**config.mk**
```make
export PLATFORM = sky130hd
export DESIGN_NAME = stub_finder
export DESIGN_NICKNAME = d
export VERILOG_FILES = /design/src/rtl/stub_pkg.sv /design/src/rtl/stub_pair_match.sv /design/src/rtl/stub_select.sv /design/src/rtl/stub_finder.sv
export SDC_FILE = /design/constraint.sdc
export NUM_CORES = 2
export LEC_CHECK = 0
export ABC_AREA = 0
export BUFFER_PORTS_ARGS = -buffer_cell sky130_fd_sc_hd__buf_4
export CORE_MARGIN = 2
export CORE_UTILIZATION = 40
export DETAILED_ROUTE_END_ITERATION = 16
export RECOVER_POWER = 100
export SYNTH_ARGS = -nofsm -noshare
export SYNTH_HDL_FRONTEND = slang
export SYNTH_SLANG_ARGS = --single-unit
```
**constraint.sdc**
```tcl
create_clock -name clk -period 4.34 [get_ports clk]
set_clock_uncertainty 0.1 [all_clocks]
set_input_delay 0.217 -clock clk [delete_from_list [all_inputs] [get_ports clk]]
set_output_delay 0.217 -clock clk [all_outputs]
set_load 0.02 [all_outputs]
```
**src/rtl/stub_pkg.sv**
```systemverilog
package stub_pkg;
  localparam int unsigned POS_W_DEF = 8;
  localparam int unsigned WID_W_DEF = 3;
  localparam int unsigned N_CL_DEF  = 6;
  localparam int unsigned N_OUT_DEF = 4;
  localparam int unsigned CNT_W_DEF = 16;

  function automatic logic in_window(input logic signed [31:0] off,
                                     input logic signed [31:0] lo,
                                     input logic signed [31:0] hi);
    return (off >= lo) && (off <= hi);
  endfunction
endpackage

```
**src/rtl/stub_pair_match.sv**
```systemverilog
module stub_pair_match
  import stub_pkg::*;
#(
  parameter int unsigned N_TOP = 6,
  parameter int unsigned POS_W = 8,
  localparam int unsigned OFF_W = POS_W + 1
) (
  input  logic                     b_ok,
  input  logic [POS_W-1:0]         b_pos,
  input  logic [N_TOP-1:0]         t_ok,
  input  logic [N_TOP*POS_W-1:0]   t_pos,
  input  logic [OFF_W-1:0]         omin,
  input  logic [OFF_W-1:0]         omax,
  output logic                     hit,
  output logic [OFF_W-1:0]         off
);
  logic [N_TOP-1:0]         cand;
  logic [N_TOP*OFF_W-1:0]   diff;

  for (genvar j = 0; j < N_TOP; j++) begin : g_top
    assign diff[j*OFF_W +: OFF_W] = {1'b0, t_pos[j*POS_W +: POS_W]} - {1'b0, b_pos};
    assign cand[j] = b_ok && t_ok[j] &&
                     in_window(32'($signed(diff[j*OFF_W +: OFF_W])),
                               32'($signed(omin)), 32'($signed(omax)));
  end

  always_comb begin
    hit = 1'b0;
    off = '0;
    for (int j = N_TOP - 1; j >= 0; j--) begin
      if (cand[j]) begin
        hit = 1'b1;
        off = diff[j*OFF_W +: OFF_W];
      end
    end
  end
endmodule

```
**src/rtl/stub_select.sv**
```systemverilog
module stub_select #(
  parameter int unsigned N_BOT = 6,
  parameter int unsigned N_OUT = 4,
  parameter int unsigned POS_W = 8,
  localparam int unsigned OFF_W = POS_W + 1,
  localparam int unsigned NS_W  = $clog2(N_OUT + 1)
) (
  input  logic [N_BOT-1:0]        hit,
  input  logic [N_BOT*POS_W-1:0]  b_pos,
  input  logic [N_BOT*OFF_W-1:0]  b_off,
  output logic [N_OUT-1:0]        o_vld,
  output logic [N_OUT*POS_W-1:0]  o_pos,
  output logic [N_OUT*OFF_W-1:0]  o_off,
  output logic [NS_W-1:0]         n_sel
);
  always_comb begin
    int k;
    k     = 0;
    o_vld = '0;
    o_pos = '0;
    o_off = '0;
    for (int i = 0; i < N_BOT; i++) begin
      if (hit[i] && (k < N_OUT)) begin
        o_vld[k]                = 1'b1;
        o_pos[k*POS_W +: POS_W] = b_pos[i*POS_W +: POS_W];
        o_off[k*OFF_W +: OFF_W] = b_off[i*OFF_W +: OFF_W];
        k++;
      end
    end
    n_sel = NS_W'(k);
  end
endmodule

```
**src/rtl/stub_finder.sv**
```systemverilog
module stub_finder
  import stub_pkg::*;
#(
  parameter int unsigned N_CL  = N_CL_DEF,
  parameter int unsigned N_OUT = N_OUT_DEF,
  parameter int unsigned POS_W = POS_W_DEF,
  parameter int unsigned WID_W = WID_W_DEF,
  parameter int unsigned CNT_W = CNT_W_DEF,
  localparam int unsigned OFF_W = POS_W + 1,
  localparam int unsigned NS_W  = $clog2(N_OUT + 1)
) (
  input  logic                    clk,
  input  logic                    rst_n,
  input  logic [N_CL-1:0]         bot_vld,
  input  logic [N_CL*POS_W-1:0]   bot_pos,
  input  logic [N_CL*WID_W-1:0]   bot_wid,
  input  logic [N_CL-1:0]         top_vld,
  input  logic [N_CL*POS_W-1:0]   top_pos,
  input  logic [N_CL*WID_W-1:0]   top_wid,
  input  logic [WID_W-1:0]        cfg_wmax,
  input  logic [OFF_W-1:0]        cfg_omin,
  input  logic [OFF_W-1:0]        cfg_omax,
  input  logic                    fifo_full,
  output logic [N_OUT-1:0]        stub_vld,
  output logic [N_OUT*POS_W-1:0]  stub_bpos,
  output logic [N_OUT*OFF_W-1:0]  stub_off,
  output logic [CNT_W-1:0]        ovf_cnt
);
  logic [N_CL-1:0]         b_ok, t_ok, hit;
  logic [N_CL*OFF_W-1:0]   m_off;
  logic [N_OUT-1:0]        s_vld;
  logic [N_OUT*POS_W-1:0]  s_pos;
  logic [N_OUT*OFF_W-1:0]  s_off;
  logic [NS_W-1:0]         n_sel;

  for (genvar i = 0; i < N_CL; i++) begin : g_cut
    assign b_ok[i] = bot_vld[i] && (bot_wid[i*WID_W +: WID_W] <= cfg_wmax);
    assign t_ok[i] = top_vld[i] && (top_wid[i*WID_W +: WID_W] <= cfg_wmax);
  end

  for (genvar i = 0; i < N_CL; i++) begin : g_bot
    stub_pair_match #(.N_TOP(N_CL), .POS_W(POS_W)) u_match (
      .b_ok (b_ok[i]),
      .b_pos(bot_pos[i*POS_W +: POS_W]),
      .t_ok (t_ok),
      .t_pos(top_pos),
      .omin (cfg_omin),
      .omax (cfg_omax),
      .hit  (hit[i]),
      .off  (m_off[i*OFF_W +: OFF_W])
    );
  end

  stub_select #(.N_BOT(N_CL), .N_OUT(N_OUT), .POS_W(POS_W)) u_sel (
    .hit  (hit),
    .b_pos(bot_pos),
    .b_off(m_off),
    .o_vld(s_vld),
    .o_pos(s_pos),
    .o_off(s_off),
    .n_sel(n_sel)
  );

  // next-state logic
  logic [N_OUT-1:0] vld_nxt;
  logic [CNT_W-1:0] cnt_nxt;
  logic [CNT_W:0]   cnt_sum;
  logic             cnt_en;

  always_comb begin
    vld_nxt = fifo_full ? '0 : s_vld;
    cnt_en  = fifo_full;
    cnt_sum = {1'b0, ovf_cnt} + (CNT_W+1)'(n_sel);
    cnt_nxt = cnt_sum[CNT_W] ? '1 : cnt_sum[CNT_W-1:0];
  end

  // registers
  always_ff @(posedge clk or negedge rst_n) begin
    if (!rst_n) begin
      stub_vld  <= '0;
      stub_bpos <= '0;
      stub_off  <= '0;
      ovf_cnt   <= '0;
    end else begin
      stub_vld  <= vld_nxt;
      stub_bpos <= s_pos;
      stub_off  <= s_off;
      if (cnt_en) ovf_cnt <= cnt_nxt;
    end
  end
endmodule

```
After elaboration in Yosys (flattened, before gate mapping)
Index checks and enable logic that the tools add are counted.
{"block": "word_totals", "input_bits": 168, "output_inout_bits": 88, "word_cells": 433, "regBits": 88}
{"block": "classes", "n_addsub": 52, "magnitude_cmp": 99, "shifts": 20, "reduce_logical": 130, "mux": 118, "multipliers": 5, "n_bitwise": 5}
{"cell": "2-to-1 mux 9 bit", "n": 37}
{"cell": ">= comparator 9 bit", "n": 36}
{"cell": "<= comparator 9 bit", "n": 36}
{"cell": "subtractor 8 x 8 -> 9 bit", "n": 36}
{"cell": "negator 32 -> 34 bit", "n": 9}
{"cell": "2-to-1 mux 32 bit", "n": 9}
{"cell": "bitwise mux 36 bit", "n": 5}
{"cell": "2-to-1 mux 36 bit", "n": 5}
{"cell": "variable shift 9 x 34 -> 36 bit, first input constant", "n": 5}
{"cell": "variable part select 9 x 34 -> 36 bit", "n": 5}
{"cell": "variable shift 8 x 34 -> 32 bit, first input constant", "n": 5}
{"cell": "variable part select 8 x 34 -> 32 bit", "n": 5}
{"cell": "bitwise mux 32 bit", "n": 5}
{"cell": "logical AND 1 bit", "n": 130}
{"cell": ">= comparator 32 x 1 -> 1 bit, second input constant", "n": 4}
{"cell": "< comparator 32 x 3 -> 1 bit, second input constant", "n": 4}
{"cell": "< comparator 32 x 4 -> 1 bit, second input constant", "n": 4}
{"cell": "multiplier 32 x 4 -> 32 bit, second input constant", "n": 4}
{"cell": "adder 32 x 2 -> 32 bit, second input constant", "n": 3}
{"cell": "2-to-1 mux 1 bit", "n": 43}
{"cell": "<= comparator 3 bit", "n": 12}
{"cell": "negator 4 -> 34 bit", "n": 1}
{"cell": "2-to-1 mux 4 bit", "n": 6}
{"cell": "adder 16 x 3 -> 17 bit", "n": 1}
{"cell": "other kinds (11)", "n": 19}

Longest topological paths before layout
{"block": "logic_depth", "depth_word": 30, "depth_mapped": 51, "depth_no_buf": 46}

Modules after synthesis
A second synthesis with hierarchy kept.
{"block": "hier_totals", "cells_unflattened": 5172, "hier_area_um2": 40050.9}
{"mod": "stub_pair_match (g_bot[1].u_match ...)", "area_each_um2": 4610.7, "instances": 4, "seq_area_each_um2": 0.0, "cells_each": 594}
{"mod": "stub_select", "area_each_um2": 8483.1, "instances": 1, "seq_area_each_um2": 0.0, "cells_each": 1313}
{"mod": "stub_pair_match (g_bot[0].u_match)", "area_each_um2": 4874.7, "instances": 1, "seq_area_each_um2": 0.0, "cells_each": 619}
{"mod": "stub_pair_match (g_bot[5].u_match)", "area_each_um2": 4664.5, "instances": 1, "seq_area_each_um2": 0.0, "cells_each": 592}
{"mod": "stub_finder", "area_each_um2": 3585.9, "instances": 1, "seq_area_each_um2": 2202.1, "cells_each": 272}

Least setup slack after synthesis
OpenSTA, ideal clock, no wires.
{"block": "synth_path", "path_kind": "input port to flip-flop", "startpoint": "input bot_pos[1]", "endpoint": "register ovf_cnt[15]", "t_required_ps": 4098, "cell_stages": 45, "slack_ps": -5975, "setup_time_ps": 142, "t_arrival_ps": 10073, "path_cell_list": "inv_1 > ha_1 > a21o_1 > a21o_1 > a21o_1 > a21oi_1 > o21ai_0 > xor2_1 > ha_1 > nand2b_1 > a2111oi_0 > o211ai_1 > and3_1 > or3_1 > or3_1 > clkbuf_1 > inv_1 > buf_1 > [... 9 more ...] > nor3_1 > nor2_1 > buf_2 > buf_1 > clkbuf_1 > ha_1 > clkbuf_1 > clkinv_1 > clkbuf_1 > o21ai_0 > fa_1 > a21oi_1 > nor2b_1 > and3_1 > and2_1 > nand2_1 > clkbuf_1 > nand3_1"}
{"block": "synth_between", "elab_chain_len": 28}
{"element": "start: declaration", "line": "stub_finder.sv:15", "rtl": "input logic [N_CL*POS_W-1:0] bot_pos,"}
{"element": "subtractor 8 x 8 -> 9 bit", "line": "stub_pair_match.sv:21", "rtl": "assign diff[j*OFF_W +: OFF_W] = {1'b0, t_pos[j*POS_W +: POS_W]} - {1'b0, b_pos};"}
{"element": ">= comparator 9 bit / <= comparator 9 bit (equally long branches)", "line": "stub_pkg.sv:11", "rtl": "return (off >= lo) && (off <= hi);"}
{"element": "logical AND 1 bit", "line": "stub_pkg.sv:11"}
{"element": "logical AND 1 bit", "line": "stub_pair_match.sv:22", "rtl": "assign cand[j] = b_ok && t_ok[j] &&"}
{"element": "2-to-1 mux 1 bit (5 in series)", "line": "stub_pair_match.sv:31", "rtl": "if (cand[j]) begin"}
{"element": "2-to-1 mux 1 bit *", "line": "stub_pair_match.sv:31"}
{"element": "2-to-1 mux 1 bit *", "line": "stub_select.sv:23", "rtl": "if (hit[i] && (k < N_OUT)) begin"}
{"element": "< comparator 1 x 3 -> 1 bit", "line": "stub_select.sv:23"}
{"element": "[... 8 more ...]"}
{"element": "< comparator 32 x 3 -> 1 bit", "line": "stub_select.sv:23"}
{"element": "logical AND 1 bit", "line": "stub_select.sv:23"}
{"element": "2-to-1 mux 32 bit *", "line": "stub_select.sv:23"}
{"element": "< comparator 32 x 3 -> 1 bit", "line": "stub_select.sv:23"}
{"element": "logical AND 1 bit", "line": "stub_select.sv:23"}
{"element": "2-to-1 mux 3 bit *", "line": "stub_select.sv:23"}
{"element": "adder 16 x 3 -> 17 bit *", "line": "stub_finder.sv:73", "rtl": "cnt_sum = {1'b0, ovf_cnt} + (CNT_W+1)'(n_sel);"}
{"element": "2-to-1 mux 16 bit *", "line": "stub_finder.sv:74", "rtl": "cnt_nxt = cnt_sum[CNT_W] ? '1 : cnt_sum[CNT_W-1:0];"}
{"element": "end signal: assignment", "line": "stub_finder.sv:88", "rtl": "if (cnt_en) ovf_cnt <= cnt_nxt;"}
{"element": "end: declaration", "line": "stub_finder.sv:27", "rtl": "output logic [CNT_W-1:0] ovf_cnt"}
Mark *: on every way between the ends. The rest lies on a longest branch, timed or not.
A chain may end at the register's enable or synchronous reset.

Final worst setup path
{"block": "layout_path", "startpoint": "input top_pos[24]", "endpoint": "register stub_off[17]"}
{"block": "layout_between", "elab_chain_len": 26}
{"element": "start: declaration", "line": "stub_finder.sv:18", "rtl": "input logic [N_CL*POS_W-1:0] top_pos,"}
{"element": "subtractor 8 x 8 -> 9 bit", "line": "stub_pair_match.sv:21"}
{"element": ">= comparator 9 bit / <= comparator 9 bit (equally long branches)", "line": "stub_pkg.sv:11"}
{"element": "logical AND 1 bit", "line": "stub_pkg.sv:11"}
{"element": "logical AND 1 bit", "line": "stub_pair_match.sv:22"}
{"element": "2-to-1 mux 1 bit (4 in series)", "line": "stub_pair_match.sv:31"}
{"element": "2-to-1 mux 1 bit", "line": "stub_select.sv:23"}
{"element": "< comparator 1 x 3 -> 1 bit", "line": "stub_select.sv:23"}
{"element": "logical AND 1 bit", "line": "stub_select.sv:23"}
{"element": "[... 8 more ...]"}
{"element": "logical AND 1 bit", "line": "stub_select.sv:23"}
{"element": "2-to-1 mux 32 bit", "line": "stub_select.sv:23"}
{"element": "multiplier 32 x 4 -> 32 bit", "line": "stub_select.sv:26", "rtl": "o_off[k*OFF_W +: OFF_W] = b_off[i*OFF_W +: OFF_W];"}
{"element": "negator 32 -> 34 bit", "line": "stub_select.sv:26"}
{"element": "variable part select 9 x 34 -> 36 bit / variable shift 9 x 34 -> 36 bit (equally long branches)", "line": "stub_select.sv:26"}
{"element": "bitwise mux 36 bit", "line": "stub_select.sv:26"}
{"element": "2-to-1 mux 36 bit *", "line": "stub_select.sv:23"}
{"element": "via s_off[17]", "line": "stub_finder.sv:33", "rtl": "logic [N_OUT*OFF_W-1:0] s_off;"}
{"element": "end signal: assignment", "line": "stub_finder.sv:87", "rtl": "stub_off <= s_off;"}
{"element": "end: declaration", "line": "stub_finder.sv:26", "rtl": "output logic [N_OUT*OFF_W-1:0] stub_off,"}
The timed path passes the listed nets; every way through them passes the cells marked *.

==> metrics.cfg <==
[status]
status=complete, but fails checks
violations=capacitance limit, slew limit, setup timing

[min_path]
hold_class=in -> reg
worstHoldStart=fifo_full

[cells_and_area]
layout-drive-gt1-share_pct=39.0
postLayoutCellArea_mm2=0.0627
stdcell_count=8704
syn_to_final_growth_pct=57.5
fin_nets=8620

[setup_path]
r2r_start=ovf_cnt[0]
crit_slowest_cell=or4b_4
max_stage_delay_ns=0.48
path_common_cell=ha_4
cp_max_fo=4
cp_data_arrival_time_ns=7.98
cp.required_ns=4.49
cp-end-kind=flop
critical_path_class=in -> reg
critPathLaunchType=primary input
crit_start=top_pos[24]

[grt]
grt_pass1_wl_mm=331
grt_overflow=0
antenna_found_initial=7
grt_usage_pct=43.4
grt_max_degree=47
grt_pass1_vias=51200

[detailed_routing]
wl_mm=232
first_pass_iters=6
drtAntennaViolNets=0
drtIter0Drc=5850
drc=0
wire_per_inst_um=26.7
viasPerCell=6.11
vias=53200

[sta]
hold_viol_final=0
setup_viol=88
fmax_mhz=128
setup_slack_ns=-3.49
worst_pin_slew_ns=2.58
fin_crit_ns=7.83
rsz0062_at_grt=yes
finalCritPeriodShare_pct=180
max-slew-margin-rel_pct=-71.7
slew_violations=47

[clocking]
clkLatencyLatePin_ns=0.36
cts_tree=yes
numCtsBuffers=9
clk_pin_slew_worst_paths_ns=0.07
root_buffer=clkbuf_16
clockBufferDepth=2
clkSinkCount=88
htree_num_levels=3

[synth]
muxShareOfSynthArea_pct=3.11
syn_area_per_cell_um2=7.77
synth_simple_gate_area_share_pct=20.8
synth-compound-area-share_pct=28.8
synth-seq-area-share_pct=5.53
syn_inst=5123
synth_top_area_share_pct=31.5
synthAdderAreaFrac_pct=33.5
synth_top_family_by_area=adder cells
async_reset_ff_share_pct=100
synth-xor-area-share_pct=4.13
synth_ff_type=dfrtp_1
syn-cell-area_mm2=0.0398
yosysTopAreaCell=ha_1
synth_edf_count=0
yosys_warnings=0
yosys-top-cells-area=ha_1 32%, dfrtp_1 5.5%, a21oi_1 4.8%, o21ai_0 3.8%, nor2_1 3.7%
ys_seq_elements=88
synth_cell_types=126

[placement]
finalWeightedCongestion=1.07
dpl.hpwl_mm=195
dpl-instance-area_mm2=0.0594
port_buffers=255
placed_cells=8560

[die]
die_area_mm2=0.102
ios=256
fp-row-count=115
die_h_um=319
fp.dieW_um=319
start_util_pct=40.4
core_mm2=0.0986

[power_and_ir_drop]
max-vdd-ir-drop_uv=775
p_per_area_mw_per_mm2=584
p_leak_nw=30.3

[run]
cap_violations=1

## per-stage QoR
| stage | power [mW] | worst slack [ns] | TNS, ns | utilization (%) | hold WS (ns) |
|---|---|---|---|---|---|
| 4_1_cts | 34.1 | -3.20 | -265.35 | 63.0 | 0.0593 |
| 2_1_floorplan | 15.8 | -4.15 | -320.44 | - | -0.179 |
| 3_5_place_dp | 30.4 | -4.19 | -346.00 | 60.3 | 0.163 |
| 3_3_place_gp | 30.3 | -4.15 | -346.67 | 60.3 | 0.158 |
| 5_1_grt | 38.5 | -3.79 | -319.31 | 63.6 | 0.0712 |
| 6_report | 36.6 | -3.49 | -291.12 | 63.6 | 0.0868 |
## sequential cells by signal (all words and copies together) (netlist names)
signal	flops
stub_vld	4
ovf_cnt	16
stub_off	36
stub_bpos	32
## kinds of logic (layout without fill, tap and decap cells)
kind of cell / after synthesis / in the layout
compound gates: 1675 / 1675
simple gates: 1599 / 1600
fa+ha+maj: 1042 / 1042
buf+inv: 418 / 2704
xor+xnor: 187 / 187
mux: 112 / 112
flops: 88 / 88
other cells: 2 / 9
## final cells by class
class                   instances  area (um2)
inverters                     282        1120
fillers                      8762       35900
clock inverters                 7        53.8
multi-input cells            4623       38400
flip-flops and latches         88        2200
well taps                    1287        1610
clock buffers                   9         225
diodes                          2        5.00
repair buffers               2406       19000
## cells in the mapped netlist, types with 67 or more instances
library cell,instances
xor2_1,79
o21ai_0,306
mux2i_1,67
nand3_1,156
nand2b_1,80
ha_1,1003
a21oi_1,384
xnor2_1,107
nor3_1,135
clkbuf_1,104
o211ai_1,76
nand4_1,89
nand2_1,303
inv_1,274
a21o_1,107
o21a_1,83
dfrtp_1,88
nor2_1,391
nor2b_1,98
a211oi_1,69
## layout by cell type, fill, tap and decap left out, types with 72 or more instances in the layout
cell | synthesis | routed
clkbuf_1 | 104 | 89
o211ai_1 | 76 | 76
a21o_1 | 107 | 107
xor2_1 | 79 | 72
o21a_1 | 83 | 83
nand2b_1 | 80 | 76
nand3_1 | 156 | 126
o21ai_0 | 306 | 244
inv_1 | 274 | 241
buf_12 | 0 | 79
nand4_1 | 89 | 89
ha_1 | 1003 | 974
nor2_1 | 391 | 366
xnor2_1 | 107 | 99
nand2_1 | 303 | 276
dfrtp_1 | 88 | 88
nor2b_1 | 98 | 93
buf_4 | 4 | 2163
a21oi_1 | 384 | 318
nor3_1 | 135 | 123
## where the power goes
part           internal [mW]  leakage, nW  switching [mW]
Sequential              1.02         1.18           0.203
Combinational           15.9         29.0            18.8
Clock                  0.395        0.141           0.373
## path summary, 6_finish.rpt
kind	endpoint	slack, ns	cells after the start
min in group asynchronous	stub_off[4]	1.09	2
min	stub_vld[1]	0.09	2
max	stub_off[17]	-3.49	39
max in group asynchronous	stub_off[32]	0.80	3
min reg2reg	ovf_cnt[0]	0.44	1
max reg2reg	ovf_cnt[12]	2.20	9
## routing by layer
layer	routed length, um	track usage, %
met5	47	0
met3	24200	9.73
met1	93000	54.8
met2	98300	67.4
met4	16900	26.1
## worst max-delay path, delay by kind of cell
kind / cells / cell delay, ns
compound gates: 10 / 1.83
fa+ha+maj: 9 / 2.39
buf+inv: 7 / 0.79
mux: 1 / 0.36
simple gates: 12 / 2.35
## repair_timing
item	CTS	global route
hold buffers	1	0
setup buffers	113	27
gates resized for setup	359	178
setup endpoints to repair	88	88
cloned	5	0
pin swaps	127	92
hold endpoints to repair	45	0
No activity file was read; power rests on OpenSTA's default activity.
